## config.mk

```make
export PLATFORM = sky130hd
export DESIGN_NAME = ip_hdr_classifier
export DESIGN_NICKNAME = d
export VERILOG_FILES = /design/src/rtl/ipc_pkg.sv /design/src/rtl/ipc_pos_track.sv /design/src/rtl/ipc_hdr_capture.sv /design/src/rtl/ipc_csum_acc.sv /design/src/rtl/ipc_verdict.sv /design/src/rtl/ip_hdr_classifier.sv
export SDC_FILE = /design/constraint.sdc
export NUM_CORES = 1
export LEC_CHECK = 0
export ABC_AREA = 1
export BUFFER_PORTS_ARGS = -buffer_cell sky130_fd_sc_hd__buf_2
export CAP_MARGIN = 10
export CORE_ASPECT_RATIO = 1.1
export CORE_UTILIZATION = 25
export CTS_CLUSTER_SIZE = 25
export DETAILED_ROUTE_END_ITERATION = 6
export GPL_TIMING_DRIVEN = 1
export PLACE_DENSITY = 0.5
export SLEW_MARGIN = 20
export SYNTH_ARGS = -nofsm -noshare
export SYNTH_HDL_FRONTEND = slang
export SYNTH_SLANG_ARGS = --single-unit
```

## constraint.sdc

```tcl
create_clock -name clk_i -period 7.6 [get_ports clk_i]
set_clock_uncertainty 0.2 [all_clocks]
set_input_delay 1.52 -clock clk_i [delete_from_list [all_inputs] [get_ports clk_i]]
set_output_delay 1.52 -clock clk_i [all_outputs]
set_load 0.02 [all_outputs]
```

## src/rtl/ipc_pkg.sv

```systemverilog
package ipc_pkg;
  localparam int unsigned CAP_N       = 9;   // IP bytes 0..8 are captured
  localparam int unsigned V4_MIN_IHL  = 5;
  localparam int unsigned V6_HDR_LEN  = 40;
  localparam int unsigned OFS_V4_LEN  = 2;
  localparam int unsigned OFS_V6_PLEN = 4;
  localparam int unsigned OFS_FRAG    = 6;
  localparam int unsigned OFS_V6_HOP  = 7;
  localparam int unsigned OFS_V4_TTL  = 8;

  typedef enum logic [3:0] {
    ERR_NONE      = 4'd0,
    ERR_NOT_IP    = 4'd1,
    ERR_HDR_CSUM  = 4'd2,
    ERR_HDR_SHORT = 4'd3,
    ERR_LEN_SHORT = 4'd4,
    ERR_TTL_ZERO  = 4'd5
  } ip_err_e;

  typedef struct packed {
    logic    is_v6;
    logic    not_ip;
    logic    ip_exc;
    logic    is_frag;
    ip_err_e code;
  } ip_verdict_t;
endpackage

```

## src/rtl/ipc_pos_track.sv

```systemverilog
module ipc_pos_track #(
  parameter int unsigned CNT_W = 17,
  parameter int unsigned L2_W  = 8
) (
  input  logic             clk_i,
  input  logic             rst_ni,
  input  logic             valid_i,
  input  logic             sof_i,
  input  logic [L2_W-1:0]  l2_len_i,
  input  logic             rx_err_i,
  output logic             in_ip_o,
  output logic [CNT_W-1:0] ip_idx_o,
  output logic [CNT_W-1:0] ip_cnt_o,
  output logic             rx_err_o
);
  localparam logic [CNT_W-1:0] CNT_MAX = '1;

  logic [CNT_W-1:0] pos_q, cur_pos, pos_d, l2_ext;
  logic [L2_W-1:0]  l2_q, cur_l2;
  logic             rx_q, rx_d;

  always_comb begin
    cur_pos  = sof_i ? '0 : pos_q;
    cur_l2   = sof_i ? l2_len_i : l2_q;
    l2_ext   = CNT_W'(cur_l2);
    pos_d    = (cur_pos == CNT_MAX) ? cur_pos : cur_pos + 1'b1;
    in_ip_o  = cur_pos >= l2_ext;
    ip_idx_o = cur_pos - l2_ext;
    // IP bytes seen including the current one; saturates with the position
    ip_cnt_o = in_ip_o ? (pos_d - l2_ext) : '0;
    rx_d     = (sof_i ? 1'b0 : rx_q) | rx_err_i;
    rx_err_o = rx_d;
  end

  always_ff @(posedge clk_i or negedge rst_ni) begin
    if (!rst_ni) begin
      pos_q <= '0;
      l2_q  <= '0;
      rx_q  <= 1'b0;
    end else if (valid_i) begin
      pos_q <= pos_d;
      l2_q  <= cur_l2;
      rx_q  <= rx_d;
    end
  end

  p_pos_mono_r2: assert property (@(posedge clk_i) disable iff (!rst_ni)
    (valid_i && !sof_i) |=> (pos_q >= $past(pos_q)));

  p_l2_hold_r2: assert property (@(posedge clk_i) disable iff (!rst_ni)
    (valid_i && !sof_i) |=> (l2_q == $past(l2_q)));
endmodule

```

## src/rtl/ipc_hdr_capture.sv

```systemverilog
module ipc_hdr_capture
  import ipc_pkg::*;
#(
  parameter int unsigned CNT_W = 17
) (
  input  logic                       clk_i,
  input  logic                       rst_ni,
  input  logic                       valid_i,
  input  logic                       sof_i,
  input  logic                       in_ip_i,
  input  logic [CNT_W-1:0]           ip_idx_i,
  input  logic [7:0]                 byte_i,
  output logic [CAP_N-1:0][7:0]      cap_o
);
  logic [CAP_N-1:0][7:0] cap_q, cap_d;

  for (genvar k = 0; k < CAP_N; k++) begin : g_cap
    logic hit;
    always_comb begin
      hit      = valid_i && in_ip_i && (ip_idx_i == CNT_W'(k));
      cap_d[k] = hit ? byte_i : (sof_i ? 8'h00 : cap_q[k]);
    end
  end

  always_ff @(posedge clk_i or negedge rst_ni) begin
    if (!rst_ni)      cap_q <= '0;
    else if (valid_i) cap_q <= cap_d;
  end

  assign cap_o = cap_d;

  p_pre_ip_hold_r2: assert property (@(posedge clk_i) disable iff (!rst_ni)
    (valid_i && !sof_i && !in_ip_i) |=> (cap_q == $past(cap_q)));
endmodule

```

## src/rtl/ipc_csum_acc.sv

```systemverilog
module ipc_csum_acc #(
  parameter int unsigned CNT_W = 17
) (
  input  logic             clk_i,
  input  logic             rst_ni,
  input  logic             valid_i,
  input  logic             sof_i,
  input  logic             in_ip_i,
  input  logic [CNT_W-1:0] ip_idx_i,
  input  logic [7:0]       byte_i,
  input  logic [3:0]       ihl_i,
  output logic             ok_o
);
  // at most 30 words of 16 bits: 21 bits hold the raw sum
  localparam int unsigned ACC_W = 21;

  logic [ACC_W-1:0] acc_q, acc_d, acc_base;
  logic [15:0]      word;
  logic [CNT_W-1:0] hlen;
  logic             take;
  logic [16:0]      fold1, fold2;

  always_comb begin
    hlen     = CNT_W'({ihl_i, 2'b00});
    take     = valid_i && in_ip_i && (ip_idx_i < hlen);
    word     = ip_idx_i[0] ? {8'h00, byte_i} : {byte_i, 8'h00};
    acc_base = sof_i ? '0 : acc_q;
    acc_d    = acc_base + (take ? ACC_W'(word) : '0);
    fold1    = 17'(acc_d[15:0]) + 17'(acc_d[ACC_W-1:16]);
    fold2    = 17'(fold1[15:0]) + 17'(fold1[16]);
    ok_o     = (fold2[15:0] == 16'hFFFF);
  end

  always_ff @(posedge clk_i or negedge rst_ni) begin
    if (!rst_ni)      acc_q <= '0;
    else if (valid_i) acc_q <= acc_d;
  end

  p_acc_grow_r6: assert property (@(posedge clk_i) disable iff (!rst_ni)
    (valid_i && !sof_i) |=> (acc_q >= $past(acc_q)));
endmodule

```

## src/rtl/ipc_verdict.sv

```systemverilog
module ipc_verdict
  import ipc_pkg::*;
#(
  parameter int unsigned CNT_W = 17
) (
  input  logic                  rx_err_i,
  input  logic [CNT_W-1:0]      ip_cnt_i,
  input  logic [CAP_N-1:0][7:0] cap_i,
  input  logic                  csum_ok_i,
  output ip_verdict_t           verdict_o
);
  logic [3:0]       ver, ihl;
  logic [CNT_W-1:0] v4_hlen, v4_total, v6_total;
  logic             frag_hit, unused_cap;

  always_comb begin
    ver      = cap_i[0][7:4];
    ihl      = cap_i[0][3:0];
    v4_hlen  = CNT_W'({ihl, 2'b00});
    v4_total = CNT_W'({cap_i[OFS_V4_LEN], cap_i[OFS_V4_LEN+1]});
    v6_total = CNT_W'(V6_HDR_LEN) + CNT_W'({cap_i[OFS_V6_PLEN], cap_i[OFS_V6_PLEN+1]});
    frag_hit = cap_i[OFS_FRAG][5] || (|cap_i[OFS_FRAG][4:0]) || (|cap_i[OFS_FRAG+1]);
  end

  assign unused_cap = ^{cap_i[1], cap_i[OFS_FRAG][7:6]};

  always_comb begin
    verdict_o = '0;
    if (rx_err_i) begin
      verdict_o.not_ip = 1'b1;
    end else if (ip_cnt_i == '0) begin
      verdict_o.ip_exc = 1'b1;
      verdict_o.code   = ERR_HDR_SHORT;
    end else if (ver == 4'd6) begin
      verdict_o.is_v6 = 1'b1;
      if (ip_cnt_i < CNT_W'(V6_HDR_LEN)) begin
        verdict_o.ip_exc = 1'b1;
        verdict_o.code   = ERR_HDR_SHORT;
      end else if (ip_cnt_i < v6_total) begin
        verdict_o.ip_exc = 1'b1;
        verdict_o.code   = ERR_LEN_SHORT;
      end else if (cap_i[OFS_V6_HOP] == 8'h00) begin
        verdict_o.ip_exc = 1'b1;
        verdict_o.code   = ERR_TTL_ZERO;
      end
    end else if (ver == 4'd4) begin
      if (ihl < 4'(V4_MIN_IHL) || ip_cnt_i < v4_hlen) begin
        verdict_o.ip_exc = 1'b1;
        verdict_o.code   = ERR_HDR_SHORT;
      end else if (!csum_ok_i) begin
        verdict_o.ip_exc = 1'b1;
        verdict_o.code   = ERR_HDR_CSUM;
      end else if (ip_cnt_i < v4_total) begin
        verdict_o.ip_exc = 1'b1;
        verdict_o.code   = ERR_LEN_SHORT;
      end else if (cap_i[OFS_V4_TTL] == 8'h00) begin
        verdict_o.ip_exc = 1'b1;
        verdict_o.code   = ERR_TTL_ZERO;
      end else begin
        verdict_o.is_frag = frag_hit;
      end
    end else begin
      verdict_o.not_ip = 1'b1;
      verdict_o.code   = ERR_NOT_IP;
    end
  end
endmodule

```

## src/rtl/ip_hdr_classifier.sv

```systemverilog
module ip_hdr_classifier
  import ipc_pkg::*;
#(
  parameter int unsigned L2_W  = 8,
  parameter int unsigned CNT_W = 17   // must exceed L2_W and be at least 17
) (
  input  logic            clk_i,
  input  logic            rst_ni,
  input  logic            byte_valid_i,
  input  logic [7:0]      byte_i,
  input  logic            sof_i,
  input  logic            eof_i,
  input  logic [L2_W-1:0] l2_len_i,
  input  logic            rx_err_i,
  output logic            res_valid_o,
  output logic            res_is_v6_o,
  output logic            res_not_ip_o,
  output logic            res_ip_exc_o,
  output logic            res_is_frag_o,
  output logic [3:0]      res_code_o
);
  logic                  in_ip, rx_err_d, csum_ok;
  logic [CNT_W-1:0]      ip_idx, ip_cnt;
  logic [CAP_N-1:0][7:0] cap;
  ip_verdict_t           verdict, res_q;
  logic                  res_valid_q;

  ipc_pos_track #(.CNT_W(CNT_W), .L2_W(L2_W)) u_pos (
    .clk_i, .rst_ni,
    .valid_i  (byte_valid_i),
    .sof_i    (sof_i),
    .l2_len_i (l2_len_i),
    .rx_err_i (byte_valid_i && rx_err_i),
    .in_ip_o  (in_ip),
    .ip_idx_o (ip_idx),
    .ip_cnt_o (ip_cnt),
    .rx_err_o (rx_err_d)
  );

  ipc_hdr_capture #(.CNT_W(CNT_W)) u_cap (
    .clk_i, .rst_ni,
    .valid_i  (byte_valid_i),
    .sof_i    (sof_i),
    .in_ip_i  (in_ip),
    .ip_idx_i (ip_idx),
    .byte_i   (byte_i),
    .cap_o    (cap)
  );

  ipc_csum_acc #(.CNT_W(CNT_W)) u_csum (
    .clk_i, .rst_ni,
    .valid_i  (byte_valid_i),
    .sof_i    (sof_i),
    .in_ip_i  (in_ip),
    .ip_idx_i (ip_idx),
    .byte_i   (byte_i),
    .ihl_i    (cap[0][3:0]),
    .ok_o     (csum_ok)
  );

  ipc_verdict #(.CNT_W(CNT_W)) u_verdict (
    .rx_err_i  (rx_err_d),
    .ip_cnt_i  (ip_cnt),
    .cap_i     (cap),
    .csum_ok_i (csum_ok),
    .verdict_o (verdict)
  );

  always_ff @(posedge clk_i or negedge rst_ni) begin
    if (!rst_ni) begin
      res_valid_q <= 1'b0;
      res_q       <= '0;
    end else begin
      res_valid_q <= byte_valid_i && eof_i;
      if (byte_valid_i && eof_i) res_q <= verdict;
    end
  end

  assign res_valid_o   = res_valid_q;
  assign res_is_v6_o   = res_q.is_v6;
  assign res_not_ip_o  = res_q.not_ip;
  assign res_ip_exc_o  = res_q.ip_exc;
  assign res_is_frag_o = res_q.is_frag;
  assign res_code_o    = res_q.code;

  p_strobe_after_eof_r1: assert property (@(posedge clk_i) disable iff (!rst_ni)
    (byte_valid_i && eof_i) |=> res_valid_o);

  p_strobe_only_eof_r1: assert property (@(posedge clk_i) disable iff (!rst_ni)
    !(byte_valid_i && eof_i) |=> !res_valid_o);

  p_rx_override_r3: assert property (@(posedge clk_i) disable iff (!rst_ni)
    (byte_valid_i && eof_i && rx_err_i) |=>
      (res_not_ip_o && !res_ip_exc_o && res_code_o == 4'd0));

  p_flag_excl_r11: assert property (@(posedge clk_i) disable iff (!rst_ni)
    res_valid_o |-> !(res_not_ip_o && res_ip_exc_o));

  p_not_ip_code_r4: assert property (@(posedge clk_i) disable iff (!rst_ni)
    (res_valid_o && res_not_ip_o) |->
      (res_code_o <= 4'd1 && !res_is_v6_o && !res_is_frag_o));

  p_exc_code_r9: assert property (@(posedge clk_i) disable iff (!rst_ni)
    (res_valid_o && res_ip_exc_o) |-> (res_code_o >= 4'd2 && res_code_o <= 4'd5));

  p_frag_clean_r10: assert property (@(posedge clk_i) disable iff (!rst_ni)
    (res_valid_o && res_is_frag_o) |-> (!res_not_ip_o && !res_ip_exc_o && !res_is_v6_o));

  p_pass_zero_r11: assert property (@(posedge clk_i) disable iff (!rst_ni)
    (res_valid_o && !res_not_ip_o && !res_ip_exc_o) |-> (res_code_o == 4'd0));
endmodule

```

==> results of run 1 <==
==> through the flow <==
step / std cells / utilization, % / worst slack [ns] / setup TNS (ns)
2_1_floorplan: 1724 / - / -1.779 / -8.633
3_3_place_gp: 2502 / 31.00 / -2.091 / -10.26
5_1_grt: 2567 / 34.03 / -2.127 / -10.50
4_1_cts: 2546 / 32.85 / -1.558 / -7.650
6_report: 2567 / 34.03 / -1.411 / -6.927
3_5_place_dp: 2502 / 31.00 / -2.202 / -10.75
==> registers in the layout (all words and copies together) (netlist names) <==
signal,count
u_csum.acc_q,21
res_code_o,3
u_pos.l2_q,8
res_is_frag_o,1
u_cap.cap_q,62
res_not_ip_o,1
res_is_v6_o,1
u_pos.rx_q,1
res_valid_o,1
res_ip_exc_o,1
u_pos.pos_q,17
==> per-layer routing <==
metal | routed length, um | part of all wire [%] | up-vias
met3 | 1006 | 2.6 | 67
li1 | - | - | 6098
met4 | 1562 | 4.0 | 0
met2 | 19330 | 49 | 181
met5 | 0 | 0 | -
met1 | 17160 | 44 | 5563
==> power by group through the flow <==
| stage | clock [mW] | combinational (mW) | sequential [mW] |
|---|---|---|---|
| after detailed placement | 0 | 0.482 | 0.652 |
| after floorplan | 0 | 0.276 | 0.654 |
| after global routing | 0.895 | 0.581 | 0.643 |
| final | 0.848 | 0.522 | 0.642 |
| after global placement | 0 | 0.477 | 0.652 |
| after CTS | 0.872 | 0.496 | 0.642 |
==> what timing repair did <==
item | CTS | global route
cloned | 0 | 1
setup endpoints to repair | 5 | 5
buffers inserted | 12 | 20
pin swaps | 18 | 57
hold endpoints to repair | 0 | 0
resized for setup | 20 | 76
==> worst paths after layout <==
path,endpoint,from,cells past startpoint
min in group asynchronous,u_pos.pos_q[14]$_DFFE_PN0P_,rst_ni,1
worst min register to register,res_is_frag_o$_DFFE_PN0P_,res_is_frag_o$_DFFE_PN0P_,2
worst min-delay path,res_is_frag_o$_DFFE_PN0P_,res_is_frag_o$_DFFE_PN0P_,2
worst max register to register,res_ip_exc_o$_DFFE_PN0P_,u_pos.pos_q[0]$_DFFE_PN0P_,62
worst max-delay path,res_ip_exc_o$_DFFE_PN0P_,sof_i,62
max in group asynchronous,u_csum.acc_q[4]$_DFFE_PN0P_,rst_ni,2
==> cell usage in the layout (no fill, tap or decap), types with 7 or more instances in the layout <==
cell,instances
a21oi_1,38
a21oi_2,9
buf_2,26
buf_4,258
clkbuf_16,18
dfrtp_1,117
ha_1,63
ha_4,9
inv_1,194
inv_2,23
nand2_1,493
nand2_2,38
nand2_4,10
nand3_1,138
nand3_2,12
nand4_1,38
nor2_1,163
nor2_2,18
nor2_4,11
nor3_1,18
o21ai_0,126
o21ai_1,32
o21ai_2,12
o31ai_1,7
xnor2_1,8
xor2_1,21
==> final cells by class <==
| type | count | area share [%] |
|---|---|---|
| repair buffers | 291 | 14.73 |
| inverters | 220 | 5.595 |
| flip-flops and latches | 117 | 19.81 |
| well taps | 574 | 4.858 |
| multi-input cells | 1333 | 50.98 |
| clock buffers | 17 | 2.878 |
| clock inverters | 15 | 1.160 |
==> cell families after synthesis <==
| logic type | Yosys count |
|---|---|
| AND/OR/NAND/NOR | 968 |
| buffers and inverters | 274 |
| AO/OA/AOI/OAI | 247 |
| flip-flops | 117 |
| adder cells (fa/ha/maj) | 80 |
| XOR/XNOR | 31 |
| multiplexers | 6 |
| other | 1 |
==> tightest hold or removal path, cell delays in order, from the launching register on <==
cell	delay (ns)
dfrtp_1	0.34
nand2_1	0.05
nand2_1	0.06
==> qor.csv, run 1 <==
stage;metric;value;unit
timing;max_slew_margin;44.52;%
layout;nFillCells;4675;
timing;setup_slack;-1.411;ns
worst_setup_path;worst-setup-path-type;in2reg;
synthesis;avgSynthCellArea;6.397;sq um
clock_tree;cts_sinks;117;
timing;setup_violations;5;
power;p_int;1.329;mW
synthesis;synthFlopType;dfrtp_1;
synthesis;syn-num-nets;1826;
synthesis;synth_top_cell_by_area;dfrtp_1;
routing;vias;11910;
clock_tree;holdBufCountCts;0;
layout;stdcell_area;0.01478;sq mm
power;power.switching;0.6828;mW
worst_setup_path;cpMostUsedCell;nand2_2;
layout;layout-drive-gt1-share;25.44;%
worst_setup_path;end_kind;flip-flop;
synthesis;synth.yosys.seq_area_share;26.55;%
synthesis;yosys.area_share.xor_xnor;2.462;%
power;power_frac_comb;25.9;%
synthesis;synthMuxAreaShare;0.5446;%
grt;grt_pass1_vias;11640;
grt;use_met2;30.89;%
job;maxCapViolCount;0;
floorplanning;die_height;222.3;um
grt;grt_pass1_wl;62440;um
layout;nNetsFinal;2082;
floorplanning;die_area;0.04496;sq mm
clock_tree;htree_levels;4;
place;post-dp-hpwl;30100;um
routing;wire_per_inst;15.22;um
worst_setup_path;cp_slowest_stage_delay;0.40;ns
power;leakage;7.482;nW
worst_setup_path;path_max_fanout;5;
synthesis;synth_top_family_by_area;simple AND/OR/NAND/NOR gates;
grt;use_met3;2.391;%
worst_setup_path;slowest_stage;fa_2;
synthesis;synth_fa_ha_area_share;9.349;%
synthesis;synth_compound_area_share;12.34;%
layout;regArea;0.002928;sq mm
clock_tree;cts_buffers;17;
clock_tree;cts_buffer_depth;2;
timing;timing.fmax;111.0;MHz
synthesis;synth_commonest_cells;nand2_1 (518), inv_1 (199), nor2_1 (173), nand3_1 (148), o21ai_0 (132);
floorplanning;placementRows;80;
synthesis;synthMostInstantiatedCell;nand2_1;
grt;use_met1;21.53;%
synthesis;synth_simple_gate_area_share;38.70;%
place;place_area;0.01347;sq mm
routing;finalWirelength;39060;um
power;sequentialPowerShare;31.9;%
grt;grt_most_used_layer;met2;
layout;synthToLayoutAreaGrowth;34.05;%
grt;grt_max_degree;82;
worst_hold_path;hold_class;reg2reg;
worst_setup_path;arrival;9.15;ns
synthesis;syn_inst;1724;
routing;dr.pass1.iters;5;
clock_tree;path_clk_slew;0.06;ns
layout;antenna_cells;0;
timing;period_minus_slack;9.011;ns
worst_setup_path;reg2reg_slack;-0.50;ns
routing;drc_errors;0;
timing;slew_violations;0;
floorplanning;core;0.04344;sq mm
floorplanning;pin_count;31;
synthesis;synth_top_area_share;26.55;%
grt;track_usage;17.74;%
timing;tightest_slew;0.8235;ns
clock_tree;cts_root_buf;clkbuf_16;
power;power;2.012;mW
place;portBuffers;29;
timing;min_period_over_period;118.6;%
worst_setup_path;startpoint_type;input pin;
power;power_density;136.1;mW/mm^2
synthesis;synth-async-reset-ratio;100.0;%
synthesis;ys_types;53;
synthesis;ys_warn_count;0;
timing;whs;0.2763;ns
routing;ant_nets;0;
layout;multiInputGateArea;0.007536;sq mm
worst_setup_path;path_buf_inv;7;
synthesis;netlist_area;0.01103;sq mm
clock_tree;insertion_delay;0.44;ns
grt;antenna_found_initial;0;
power;swShare;33.94;%
routing;vias_per_cell;4.639;
power;worst_ir_drop_vdd;0.1450;mV
worst_setup_path;path_delay_family;simple AND/OR/NAND/NOR gates;
synthesis;synth.area.top_cells;dfrtp_1 (27%), nand2_1 (18%), ha_1 (8.6%);
timing;hold_violations;0;
clock_tree;tritoncts;done;
power;power.clock.fraction;42.1;%
routing;drtIter0Drc;665;
worst_setup_path;required;7.74;ns
place;place_congestion;0.9233;
floorplanning;die_w;202.3;um
timing;rsz0062_at_grt;true;
synthesis;synth-edff-count;0;
outcome;violations;setup timing;
synthesis;synth-seq-cells;117;
floorplanning;start_util;25.39;%
outcome;outcome;complete, but fails checks;
grt;grt_overflow_total;0;
Note: power is estimated with default switching activity, not from simulation.
==> run 2, diff against run 1 <==
==> constraint.sdc (replaced) <==
create_clock -name clk_i -period 7.6 [get_ports clk_i]
set_clock_uncertainty 0.2 [all_clocks]
set_input_delay 0.76 -clock clk_i [delete_from_list [all_inputs] [get_ports clk_i]]
set_output_delay 0.76 -clock clk_i [all_outputs]
set_load 0.02 [all_outputs]
==> run 2 against run 1 <==
Effect of this change:
- the run still ends with setup timing left
- flip-flop and latch count did not move
- worst setup slack improved by 0.71 ns
- global-route usage up 0.059 points
- worst hold slack worse by 0.19 ns
- critical path type unchanged
- largest power group unchanged
- highest routed layer unchanged
==> qor.csv, run 2 (same netlist as run 1, synthesis figures left out) <==
stage;metric;value;unit
clock_tree;cts_root_buf;clkbuf_16;
grt;track_usage;17.80;%
power;sequentialPowerShare;32.6;%
worst_setup_path;worst-setup-path-type;in2reg;
timing;setup_slack;-0.6995;ns
power;power.clock.fraction;40.4;%
routing;ant_nets;0;
grt;grt_pass1_wl;62680;um
floorplanning;die_w;202.3;um
layout;multiInputGateArea;0.007440;sq mm
layout;stdcell_area;0.01469;sq mm
worst_setup_path;required;7.74;ns
clock_tree;cts_sinks;117;
layout;reg_top3;u_cap.cap_q (62), u_csum.acc_q (21), u_pos.pos_q (17);
floorplanning;core;0.04344;sq mm
worst_hold_path;hold_class;in2async;
job;maxCapViolCount;0;
clock_tree;htree_levels;4;
floorplanning;placementRows;80;
worst_setup_path;cp_slowest_stage_delay;0.40;ns
power;swShare;33.97;%
layout;largest_reg_flops;62;
grt;grt_pass1_vias;11850;
layout;regArea;0.002928;sq mm
power;power_density;134.1;mW/mm^2
clock_tree;cts_buffers;17;
outcome;violations;setup timing;
worst_setup_path;slowest_stage;fa_2;
routing;vias;11850;
place;place_congestion;0.9173;
timing;whs;0.08733;ns
clock_tree;tritoncts;done;
clock_tree;path_clk_slew;0.06;ns
layout;utilization;33.82;%
power;leakage;7.469;nW
clock_tree;holdBufCountCts;0;
power;power_frac_comb;26.9;%
worst_setup_path;arrival;8.44;ns
routing;vias_per_cell;4.604;
layout;final_common_cell;nand2_1;
layout;top_register;u_cap.cap_q;
place;post-dp-hpwl;29720;um
timing;rsz0062_at_grt;true;
timing;max_slew_margin;45.38;%
timing;period_minus_slack;8.299;ns
routing;drc_errors;0;
clock_tree;insertion_delay;0.45;ns
timing;timing.fmax;120.5;MHz
routing;finalWirelength;38710;um
grt;grt_overflow_total;0;
routing;drtIter0Drc;637;
layout;nNetsFinal;2087;
timing;hold_violations;0;
floorplanning;die_height;222.3;um
worst_setup_path;startpoint_type;input pin;
power;power.switching;0.6690;mW
timing;slew_violations;0;
grt;grt_max_degree;112;
place;portBuffers;29;
timing;setup_violations;5;
worst_setup_path;cpMostUsedCell;nand2_1;
floorplanning;die_area;0.04496;sq mm
place;place_area;0.01341;sq mm
timing;min_period_over_period;109.2;%
clock_tree;cts_buffer_depth;2;
power;p_int;1.300;mW
layout;nFillCells;4750;
power;worst_ir_drop_vdd;0.1456;mV
routing;dr.pass1.iters;5;
timing;tightest_slew;0.8192;ns
layout;layout-drive-gt1-share;25.18;%
grt;antenna_found_initial;0;
routing;wire_per_inst;15.05;um
layout;final_cell_mix;nand2_1 (497), buf_4 (260), inv_1 (194);
floorplanning;pin_count;31;
worst_setup_path;end_kind;flip-flop;
outcome;outcome;complete, but fails checks;
layout;synthToLayoutAreaGrowth;33.22;%
timing;setup_tns;-3.303;ns
worst_setup_path;path_max_fanout;5;
floorplanning;start_util;25.39;%
## run 2: repair_timing
item / CTS / global route
gates resized for setup: 68 / 17
endpoints found under the setup margin: 5 / 5
setup buffers: 37 / 8
hold endpoints to repair: 0 / 0
pin swaps: 45 / 20
## run 2: layout make-up
cell class	count	area share (%)
Clock inverter	12	0.8431
Antenna cell	1	0.01703
Inverter	220	5.629
Timing Repair Buffer	296	15.08
Tap cell	574	4.888
Clock buffer	20	2.972
Multi-Input combinational cell	1333	50.64
Sequential cell	117	19.93
## run 2: worst paths after layout
check                                             from                          end  slack [ns]  cells after the start
setup reg to reg            u_pos.pos_q[0]$_DFFE_PN0P_     res_ip_exc_o$_DFFE_PN0P_       -0.55                     64
min in group clk_i         u_cap.cap_q[49]$_DFFE_PN0P_  u_cap.cap_q[49]$_DFFE_PN0P_        0.28                      2
setup / recovery                                 sof_i     res_ip_exc_o$_DFFE_PN0P_       -0.70                     64
hold / removal                                  rst_ni  u_cap.cap_q[19]$_DFFE_PN0P_        0.09                      1
hold reg to reg            u_cap.cap_q[49]$_DFFE_PN0P_  u_cap.cap_q[49]$_DFFE_PN0P_        0.28                      2
max in group asynchronous                       rst_ni   u_cap.cap_q[2]$_DFFE_PN0P_        5.87                      2
## run 2: critical path: cells and delay by family
| kind | cells | cell delay (ns) |
|---|---|---|
| buf+inv | 8 | 0.69 |
| compound gates | 7 | 0.87 |
| simple gates | 40 | 3.96 |
| fa+ha+maj | 8 | 1.99 |
| xor+xnor | 1 | 0.17 |
## run 2: per-layer routing
layer  vias up  GRT usage [%]  part of all wire [%]
li1       6123              -                     -
met1      5452          20.88                    43
met2       195          31.27                    49
met3        76          2.625                   3.2
met4         0          9.047                   4.2
met5         -              0                     0
## run 2: power groups by stage
stage / registers (mW) / clock network, mW / logic, mW
after floorplan: 0.654 / 0 / 0.276
after global placement: 0.653 / 0 / 0.473
after detailed placement: 0.653 / 0 / 0.477
after CTS: 0.642 / 0.820 / 0.526
after global routing: 0.644 / 0.840 / 0.588
final: 0.642 / 0.796 / 0.531
## run 2: metrics by stage
step	worst slack (ns)	cells	power, mW
2_1_floorplan	-1.019	1724	0.9297
3_3_place_gp	-1.278	2495	1.125
3_5_place_dp	-1.466	2495	1.129
4_1_cts	-0.5460	2564	1.989
5_1_grt	-1.331	2572	2.071
6_report	-0.6995	2573	1.969
